### src/rtl/uart_rx_vote_pkg.sv
package uart_rx_vote_pkg;
  localparam int unsigned MIN_BITS = 5;
  localparam int unsigned MAX_BITS = 9;
  localparam int unsigned CNT_W    = 5;
  localparam logic [CNT_W-1:0] OS_FULL = 5'd16;
  localparam logic [CNT_W-1:0] OS_HALF = 5'd8;

  typedef enum logic [2:0] {
    ST_IDLE, ST_START, ST_DATA, ST_PAR, ST_STOP
  } rx_state_e;

  function automatic logic maj3(input logic a, input logic b, input logic c);
    return (a & b) | (a & c) | (b & c);
  endfunction
endpackage

### src/rtl/uart_rx_sync.sv
module uart_rx_sync #(
  parameter int unsigned STAGES = 2
) (
  input  logic clk_i,
  input  logic rst_ni,
  input  logic d_i,
  output logic q_o
);
  logic [STAGES-1:0] ff_q;

  always_ff @(posedge clk_i or negedge rst_ni) begin
    if (!rst_ni) ff_q <= '1;  // line idles high
    else         ff_q <= {ff_q[STAGES-2:0], d_i};
  end

  assign q_o = ff_q[STAGES-1];
endmodule

### src/rtl/uart_rx_baud.sv
module uart_rx_baud #(
  parameter int unsigned DIV_W = 12
) (
  input  logic             clk_i,
  input  logic             rst_ni,
  input  logic [DIV_W-1:0] div_i,
  output logic             tick_o
);
  logic [DIV_W-1:0] cnt_q;

  // >= keeps the period bounded when the divisor shrinks under a running count
  assign tick_o = (cnt_q >= div_i);

  always_ff @(posedge clk_i or negedge rst_ni) begin
    if (!rst_ni)     cnt_q <= '0;
    else if (tick_o) cnt_q <= '0;
    else             cnt_q <= cnt_q + 1'b1;
  end
endmodule

### src/rtl/uart_rx_frame.sv
module uart_rx_frame
  import uart_rx_vote_pkg::*;
(
  input  logic                clk_i,
  input  logic                rst_ni,
  input  logic                tick_i,
  input  logic                rx_i,
  input  logic                double_i,
  input  logic [2:0]          len_sel_i,
  input  logic [1:0]          par_mode_i,
  input  logic                two_stop_i,
  output logic                commit_o,
  output logic [MAX_BITS-1:0] data_o,
  output logic                frame_err_o,
  output logic                parity_err_o
);
  rx_state_e           state_q;
  logic [CNT_W-1:0]    scnt_q;
  logic [3:0]          bit_q;
  logic [MAX_BITS-1:0] sh_q;
  logic [1:0]          vote_q;
  logic                stop_bad_q, par_bit_q;

  logic [CNT_W-1:0] os, v_lo, v_hi, k;
  logic [3:0]       nbits;
  logic             mj, par_en, last_stop;

  assign os        = double_i ? OS_HALF : OS_FULL;
  assign v_lo      = os >> 1;
  assign v_hi      = v_lo + 5'd2;
  assign k         = scnt_q + 5'd1;
  assign nbits     = (len_sel_i > 3'd4) ? 4'(MAX_BITS) : ({1'b0, len_sel_i} + 4'(MIN_BITS));
  assign par_en    = par_mode_i[1];
  assign mj        = maj3(vote_q[1], vote_q[0], rx_i);
  assign last_stop = (bit_q == {3'b000, two_stop_i});

  assign commit_o     = tick_i && (state_q == ST_STOP) && (k == v_hi) && last_stop;
  assign data_o       = sh_q;
  assign frame_err_o  = stop_bad_q | ~mj;
  assign parity_err_o = par_en & ((^sh_q) ^ par_bit_q ^ par_mode_i[0]);

  always_ff @(posedge clk_i or negedge rst_ni) begin
    if (!rst_ni) begin
      state_q    <= ST_IDLE;
      scnt_q     <= '0;
      bit_q      <= '0;
      sh_q       <= '0;
      vote_q     <= '0;
      stop_bad_q <= 1'b0;
      par_bit_q  <= 1'b0;
    end else if (tick_i) begin
      if (state_q == ST_IDLE) begin
        if (!rx_i) begin
          state_q    <= ST_START;
          scnt_q     <= 5'd1;
          bit_q      <= '0;
          sh_q       <= '0;
          stop_bad_q <= 1'b0;
        end
      end else begin
        scnt_q <= (k == os) ? '0 : k;
        if (k == v_lo || k == v_lo + 5'd1) vote_q <= {vote_q[0], rx_i};
        unique case (state_q)
          ST_START: begin
            if (k == v_hi && mj) state_q <= ST_IDLE;  // noise, not a start
            else if (k == os)    state_q <= ST_DATA;
          end
          ST_DATA: begin
            if (k == v_hi) begin
              for (int i = 0; i < MAX_BITS; i++)
                if (bit_q == 4'(i)) sh_q[i] <= mj;
            end
            if (k == os) begin
              if (bit_q == nbits - 4'd1) begin
                bit_q   <= '0;
                state_q <= par_en ? ST_PAR : ST_STOP;
              end else begin
                bit_q <= bit_q + 4'd1;
              end
            end
          end
          ST_PAR: begin
            if (k == v_hi) par_bit_q <= mj;
            if (k == os)   state_q   <= ST_STOP;
          end
          ST_STOP: begin
            if (k == v_hi) begin
              if (!mj)      stop_bad_q <= 1'b1;
              if (last_stop) state_q   <= ST_IDLE;
            end else if (k == os) begin
              bit_q <= bit_q + 4'd1;
            end
          end
          default: state_q <= ST_IDLE;
        endcase
      end
    end
  end
endmodule

### src/rtl/uart_rx_buf.sv
module uart_rx_buf #(
  parameter int unsigned DW = 9
) (
  input  logic          clk_i,
  input  logic          rst_ni,
  input  logic          commit_i,
  input  logic [DW-1:0] data_i,
  input  logic          fe_i,
  input  logic          pe_i,
  input  logic          read_i,
  output logic          valid_o,
  output logic [DW-1:0] data_o,
  output logic          fe_o,
  output logic          pe_o,
  output logic          ovr_o
);
  logic accept;
  assign accept = commit_i && (!valid_o || read_i);

  always_ff @(posedge clk_i or negedge rst_ni) begin
    if (!rst_ni) begin
      valid_o <= 1'b0;
      data_o  <= '0;
      fe_o    <= 1'b0;
      pe_o    <= 1'b0;
      ovr_o   <= 1'b0;
    end else begin
      if (commit_i && valid_o && !read_i) ovr_o <= 1'b1;
      else if (read_i)                    ovr_o <= 1'b0;
      if (accept) begin
        valid_o <= 1'b1;
        data_o  <= data_i;
        fe_o    <= fe_i;
        pe_o    <= pe_i;
      end else if (read_i) begin
        valid_o <= 1'b0;
        fe_o    <= 1'b0;
        pe_o    <= 1'b0;
      end
    end
  end
endmodule

### src/rtl/uart_rx_vote.sv
module uart_rx_vote
  import uart_rx_vote_pkg::*;
#(
  parameter int unsigned DIV_W = 12
) (
  input  logic                clk_i,
  input  logic                rst_ni,
  input  logic                rx_i,
  input  logic [DIV_W-1:0]    div_i,
  input  logic                double_speed_i,
  input  logic [2:0]          len_sel_i,
  input  logic [1:0]          par_mode_i,
  input  logic                two_stop_i,
  input  logic                read_i,
  output logic                valid_o,
  output logic [MAX_BITS-1:0] data_o,
  output logic                frame_err_o,
  output logic                parity_err_o,
  output logic                overrun_o
);
  logic                rx_s, tick, commit, fr_fe, fr_pe;
  logic [MAX_BITS-1:0] fr_data;

  uart_rx_sync #(.STAGES(2)) u_sync (
    .clk_i(clk_i), .rst_ni(rst_ni), .d_i(rx_i), .q_o(rx_s)
  );

  uart_rx_baud #(.DIV_W(DIV_W)) u_baud (
    .clk_i(clk_i), .rst_ni(rst_ni), .div_i(div_i), .tick_o(tick)
  );

  uart_rx_frame u_frame (
    .clk_i(clk_i), .rst_ni(rst_ni), .tick_i(tick), .rx_i(rx_s),
    .double_i(double_speed_i), .len_sel_i(len_sel_i), .par_mode_i(par_mode_i),
    .two_stop_i(two_stop_i), .commit_o(commit), .data_o(fr_data),
    .frame_err_o(fr_fe), .parity_err_o(fr_pe)
  );

  uart_rx_buf #(.DW(MAX_BITS)) u_buf (
    .clk_i(clk_i), .rst_ni(rst_ni), .commit_i(commit), .data_i(fr_data),
    .fe_i(fr_fe), .pe_i(fr_pe), .read_i(read_i), .valid_o(valid_o),
    .data_o(data_o), .fe_o(frame_err_o), .pe_o(parity_err_o), .ovr_o(overrun_o)
  );
endmodule

### config.mk
export PLATFORM = sky130hd
export DESIGN_NAME = uart_rx_vote
export DESIGN_NICKNAME = d
export VERILOG_FILES = /design/src/rtl/uart_rx_vote_pkg.sv /design/src/rtl/uart_rx_sync.sv /design/src/rtl/uart_rx_baud.sv /design/src/rtl/uart_rx_frame.sv /design/src/rtl/uart_rx_buf.sv /design/src/rtl/uart_rx_vote.sv
export SDC_FILE = /design/constraint.sdc
export NUM_CORES = 1
export LEC_CHECK = 0
export ABC_AREA = 1
export ABC_CLOCK_PERIOD_IN_PS = 3570
export BUFFER_PORTS_ARGS = -buffer_cell sky130_fd_sc_hd__buf_4
export CAP_MARGIN = 30
export CORE_UTILIZATION = 62
export DETAILED_ROUTE_END_ITERATION = 16
export GPL_TIMING_DRIVEN = 1
export HOLD_SLACK_MARGIN = 0.15
export PLACE_DENSITY = 0.89
export SLEW_MARGIN = 0
export SYNTH_ARGS = -nofsm -noshare
export SYNTH_HDL_FRONTEND = slang
export SYNTH_HIERARCHICAL = 1
export SYNTH_SLANG_ARGS = --single-unit
### constraint.sdc
create_clock -name clk_i -period 3.57 [get_ports clk_i]
set_input_delay 0.5355 -clock clk_i [delete_from_list [all_inputs] [get_ports clk_i]]
set_output_delay 0.5355 -clock clk_i [all_outputs]
set_load 0.01 [all_outputs]
# Yosys cells after proc, flatten, opt, wreduce, memory -nomap -nowiden
# Cells that the tools add are included.
[word_totals]
inputBits = 23
reg_bits = 52
out_inout_bits = 13
[op_classes]
n_reduce_logical = 44
eq_ne = 28
n_bitwise = 11
mux = 47
order_cmp = 2
n_addsub = 7
[ops]
columns = ["operator", "n"]
rows = [
  ["AND reduction 5 bit", 10],
  ["two-way mux 9 bit", 4],
  ["two-way mux 3 bit", 10],
  ["two-way mux 4 bit", 7],
  ["nonzero test 2 bit", 14],
  ["two-way mux 5 bit", 4],
  ["two-way mux 1 bit", 19],
  ["equality test 4 x 3 -> 1 bit (second input constant)", 4],
  ["equality test 5 bit", 3],
  ["adder 12 x 1 -> 12 bit (second input constant)", 1],
  [">= comparator 12 bit", 1],
  ["two-way mux 12 bit", 1],
  ["case mux 3 bit (4 select lines)", 1],
  ["!= test 3 x 1 -> 1 bit (second input constant)", 3],
  ["!= test 3 bit (second input constant)", 3],
  ["parity 9 bit", 1],
  ["equality test 4 x 2 -> 1 bit (second input constant)", 2],
  ["case mux 4 bit (2 select lines)", 1],
  ["AND reduction 8 bit", 1],
  ["logical AND 1 bit", 7],
  ["equality test 3 x 2 -> 1 bit (second input constant)", 2],
  ["AND reduction 6 bit", 1],
  ["adder 4 x 1 -> 5 bit (second input constant)", 1],
  ["adder 4 x 2 -> 5 bit (second input constant)", 1],
  ["other kinds (27)", 37],
]

# Logic depth before layout (Yosys ltp)
[logic_depth]
depth_word = 8
depth_mapped = 18
mapped_depth_nobuf = 17

# Hierarchy
# The synthesis kept the hierarchy.
[modules_own_cells]
columns = ["module", "cells_each", "instances", "area_per_inst_um2"]
rows = [
  ["uart_rx_frame", 243, 1, 1808.0],
  ["uart_rx_baud", 118, 1, 902.1],
  ["uart_rx_buf", 57, 1, 536.8],
  ["uart_rx_sync", 2, 1, 52.6],
]

# Worst setup path before layout
# Ideal clock, no wire load.
[synth_timing]
path_kind = "input to register"
startpoint = "in div_i[11]"
endpoint = "reg u_buf.data_o[0]"
setup_ns = 0.118
arrival_ns = 2.431
setup_slack_ns = 1.021
n_path_buf = 1
cell_stages = 13
cell_sequence = "inv_1 ha_1 nand2_1 nor2_1 nand2_1 nor2_1 nand2_1 nand2_2 buf_6 nor4b_1 nand2_2 nand2_1 nand2_1"
[synth_via]
elab_chain_cells = 5
[synth_rtl]
columns = ["item", "line", "rtl"]
rows = [
  ["start: declaration", "uart_rx_vote.sv:9", "input logic [DIV_W-1:0] div_i,"],
  [">= comparator 12 bit", "uart_rx_baud.sv:12", "assign tick_o = (cnt_q >= div_i);"],
  ["via tick", "uart_rx_vote.sv:21", "logic rx_s, tick, commit, fr_fe, fr_pe;"],
  ["logical AND 1 bit (3 in a row)", "uart_rx_frame.sv:37", "assign commit_o = tick_i && (state_q == ST_STOP) && (k == v_hi) && last_stop;"],
  ["via commit", "uart_rx_vote.sv:21", ""],
  ["logical AND 1 bit", "uart_rx_buf.sv:18", "assign accept = commit_i && (!valid_o || read_i);"],
  ["end signal: assignment", "uart_rx_buf.sv:32", "data_o <= data_i;"],
  ["end: declaration", "uart_rx_buf.sv:12", "output logic [DW-1:0] data_o,"],
]
# The timed path passes the listed nets, and every way through them passes these cells.
# A chain may end at the register's enable or synchronous reset.

# Final worst setup path
[layout_timing]
startpoint = "reg u_baud.cnt_q[11]"
endpoint = "reg u_frame.sh_q[1], in the netlist u_frame/data_o[1]"
[layout_via]
elab_chain_cells = 2
[layout_rtl]
columns = ["item", "line", "rtl"]
rows = [
  ["start: declaration", "uart_rx_baud.sv:9", "logic [DIV_W-1:0] cnt_q;"],
  ["start signal: assignment", "uart_rx_baud.sv:17", "else cnt_q <= cnt_q + 1'b1;"],
  [">= comparator 12 bit", "uart_rx_baud.sv:12", ""],
  ["via tick", "uart_rx_vote.sv:21", ""],
  ["AND reduction 5 bit (no line)", "--", ""],
  ["end signal: indexed assignment", "uart_rx_frame.sv:71", "if (bit_q == 4'(i)) sh_q[i] <= mj;"],
  ["end: declaration", "uart_rx_frame.sv:20", "logic [MAX_BITS-1:0] sh_q;"],
]
# The timed path passes the listed nets, and every way through them passes these cells.

==> flow_summary_export.csv <==
group,metric,value,unit
floorplanning,io_pins,36,
route,wirelength,6720,µm
timing,worst_slew_pin_slew,631,ps
critical_path,cp.required,3770,ps
floorplanning,fp.dieW,75.0,µm
route,detail-route-antenna-nets,0,
status,status,"finished, final reports clean",
critical_path,cp-start-kind,"flop",
clock_tree,post_cts_buffers,0,
clock_tree,root_buffer,"clkbuf_8",
floorplanning,core_area,5110,µm²
run,cap_violations,0,
clock_tree,ctsLongestPathBuffers,2,
route,drt_first_pass_iters,5,
synthesis,synth_cells,420,
timing,period_share,0.683,
timing,hold_violations,0,
critical_path,arrival,2640,ps
timing,setup_violations,0,
timing,slew_headroom,0.579,
timing,hold_ws,232,ps
critical_path,critPathMaxFanout,15,
clock_tree,cts_resized,0,
timing,finalCriticalPeriod,2440,ps
place,placed_cell_area,3610,µm²
route,drc,0,
place,dp.cells,520,
clock_tree,insertion_delay,310,ps
critical_path,slowest_delay,420,ps
global_routing,grt_pass1_vias,2599,
synthesis,avgSynthCellArea,7.86,µm²
global_routing,grt_max_degree,53,
synthesis,syn-cell-area,3300,µm²
global_routing,overflow,0,
clock_tree,h-tree-depth,2,
cells_and_area,most-common-layout-cells,"nand2_1, inv_1, dfrtp_1, buf_4, nand3_1",
min_path,hp-class,"input pin to asynchronous set/reset pin",
critical_path,end_kind,"flop",
timing,max_freq,410,MHz
synthesis,yosysSeqAreaShare,0.395,
floorplanning,initial_core_util,0.646,
route,met1_length,2890,µm
timing,drv_slew,0,
place,globalplace.congestion,0.881,
global_routing,grt_antenna_before_repair,0,
critical_path,worstSetupPathType,"flop to flop",
floorplanning,die_h,75.0,µm
pwr,power.total,1920,µW
cells_and_area,nNetsFinal,501,
pwr,ir_drop,0.356,mV
synthesis,synth.distinct_cells,30,
clock_tree,cts_buffers,5,
critical_path,slowest_stage,"dfrtp_1",
synthesis,ys_top_cells_by_area,"dfrtp_1, nand2_1, ha_1",
timing,setup_tns,0,ps
timing,grt_setup_unrepaired,"no",
route,num_vias,2796,
synthesis,ys_ff_latch,52,
critical_path,cp_common_cell,"nand2_1",
critical_path,critical_path.top_delay_family,"simple AND/OR/NAND/NOR gates",
clock_tree,cts.hold.buffers_added,0,
cells_and_area,instances_no_fill,528,
route,drt_first_iter_violations,174,
synthesis,synth_area_leader_cell,"dfrtp_1",
route,wl_met2,3530,µm
route,wl_met3,215,µm
route,wl_per_cell,12.7,µm
clock_tree,clkSinkCount,52,
clock_tree,path_clk_slew,100,ps
place,port_buffers,35,
floorplanning,dieArea,5620,µm²
place,dp_hpwl,5120,µm
cells_and_area,final_common_cell,"nand2_1",
global_routing,grt_pass1_wl,10900,µm
pwr,power_leakage,0.00191,µW
pwr,power_density,518,nW/µm²
synthesis,synth_warnings,6,
cells_and_area,nFillCells,366,
synthesis,yosysTopAreaCellShare,0.379,
route,via_per_inst,5.30,
cells_and_area,finalInstanceArea,3700,µm²
critical_path,crit_chain,"ha_1, nand2_1, nor2_1, nand2_1, nor2_1, nand2_1, nand2_2, o21ai_2, inv_2, nand2_1, a21oi_4, nand2_1, nand2_1, o21ai_1",
cells_and_area,synthToLayoutAreaGrowth,12.2,%
global_routing,track_usage,0.256,
route,maxUsedRoutingLayer,"met4",
timing,clock_skew,9.42,ps
synthesis,syn_nets,464,
cells_and_area,antennaDiodeCount,0,
cells_and_area,layout-drive-gt1-share,0.177,
critical_path,crit_buf_inv,1,
floorplanning,rows,26,
clock_tree,cts_tree,"built",
## path summary, 6_finish.rpt
| path | from | endpoint | slack, ps | depth (start not counted) |
|---|---|---|---|---|
| setup / recovery | u_baud/cnt_q[11] | u_frame/data_o[1] | 1130 | 14 |
| hold / removal | rst_ni | u_buf/data_o[3] | 230 | 1 |
| setup reg to reg | u_baud/cnt_q[11] | u_frame/data_o[1] | 1130 | 14 |
| hold reg to reg | u_sync/ff_q[0] | u_sync/ff_q[1] | 360 | 0 |
| max in group asynchronous | rst_ni | u_frame/scnt_q[3] | 2900 | 1 |
| min in group clk_i | rx_i | u_sync/ff_q[0] | 330 | 1 |
## sequential cells by signal, summed over array words and instances (netlist names), 2 cells and up
signal           cells
u_frame/vote_q       2
u_frame/state_q      3
u_frame/scnt_q       5
u_frame/bit_q        4
u_sync/ff_q          2
u_baud/cnt_q        12
u_buf/data_o         9
u_frame/data_o       9
## kinds of logic (layout without fill, tap and decap cells)
| family | after synthesis | in the layout | synth area share |
|---|---|---|---|
| AND/OR/NAND/NOR | 214 | 214 | 0.305 |
| buffers and inverters | 64 | 102 | 0.0823 |
| AO/OA/AOI/OAI | 46 | 46 | 0.0766 |
| flip-flops | 52 | 52 | 0.395 |
| adder cells (fa/ha/maj) | 21 | 21 | 0.0796 |
| XOR/XNOR | 23 | 23 | 0.0611 |
## routing by layer
metal | vias to the layer above | global-route usage
met5 | - | 0
met4 | 0 | 0.0797
met3 | 11 | 0.0415
met2 | 60 | 0.463
met1 | 1318 | 0.313
li1 | 1407 | -
## where the power goes
group | internal, µW | switching [µW]
clock | 143 | 204
combinational | 268 | 490
sequential | 679 | 134
## cells in the mapped netlist
master    count
a21oi_1       9
a21oi_4       1
buf_2         1
buf_6         4
clkbuf_1      1
dfrtp_1      50
dfstp_2       2
ha_1         21
inv_1        54
inv_2         4
nand2_1     119
nand2_2      11
nand2_4       2
nand3_1      29
nand3_2       4
nand3_4       2
nand4_1       9
nor2_1       25
nor2_2        3
nor2_4        4
nor3_1        4
nor4b_1       1
o21ai_0      21
o21ai_1      11
o21ai_2       2
o21bai_1      1
o22ai_1       1
or2_2         1
xnor2_1      12
xor2_1       11
## layout make-up
class                           instances  area (µm²)  share of cell area
Clock inverter                          3        25.0             0.00676
Timing Repair Buffer                   36         270              0.0730
Clock buffer                            5        68.8              0.0186
Multi-Input combinational cell        304        1730               0.467
Sequential cell                        52        1300               0.352
Tap cell                               70        87.6              0.0236
Inverter                               58         218              0.0588
## through the flow
step | utilization | worst slack, ps
finish | 0.725 | 1130
global placement | 0.707 | 1090
CTS | 0.725 | 1150
detailed placement | 0.707 | 957
global route | 0.725 | 897
floorplan | - | 1020
Power figures use the tool's default switching activity.
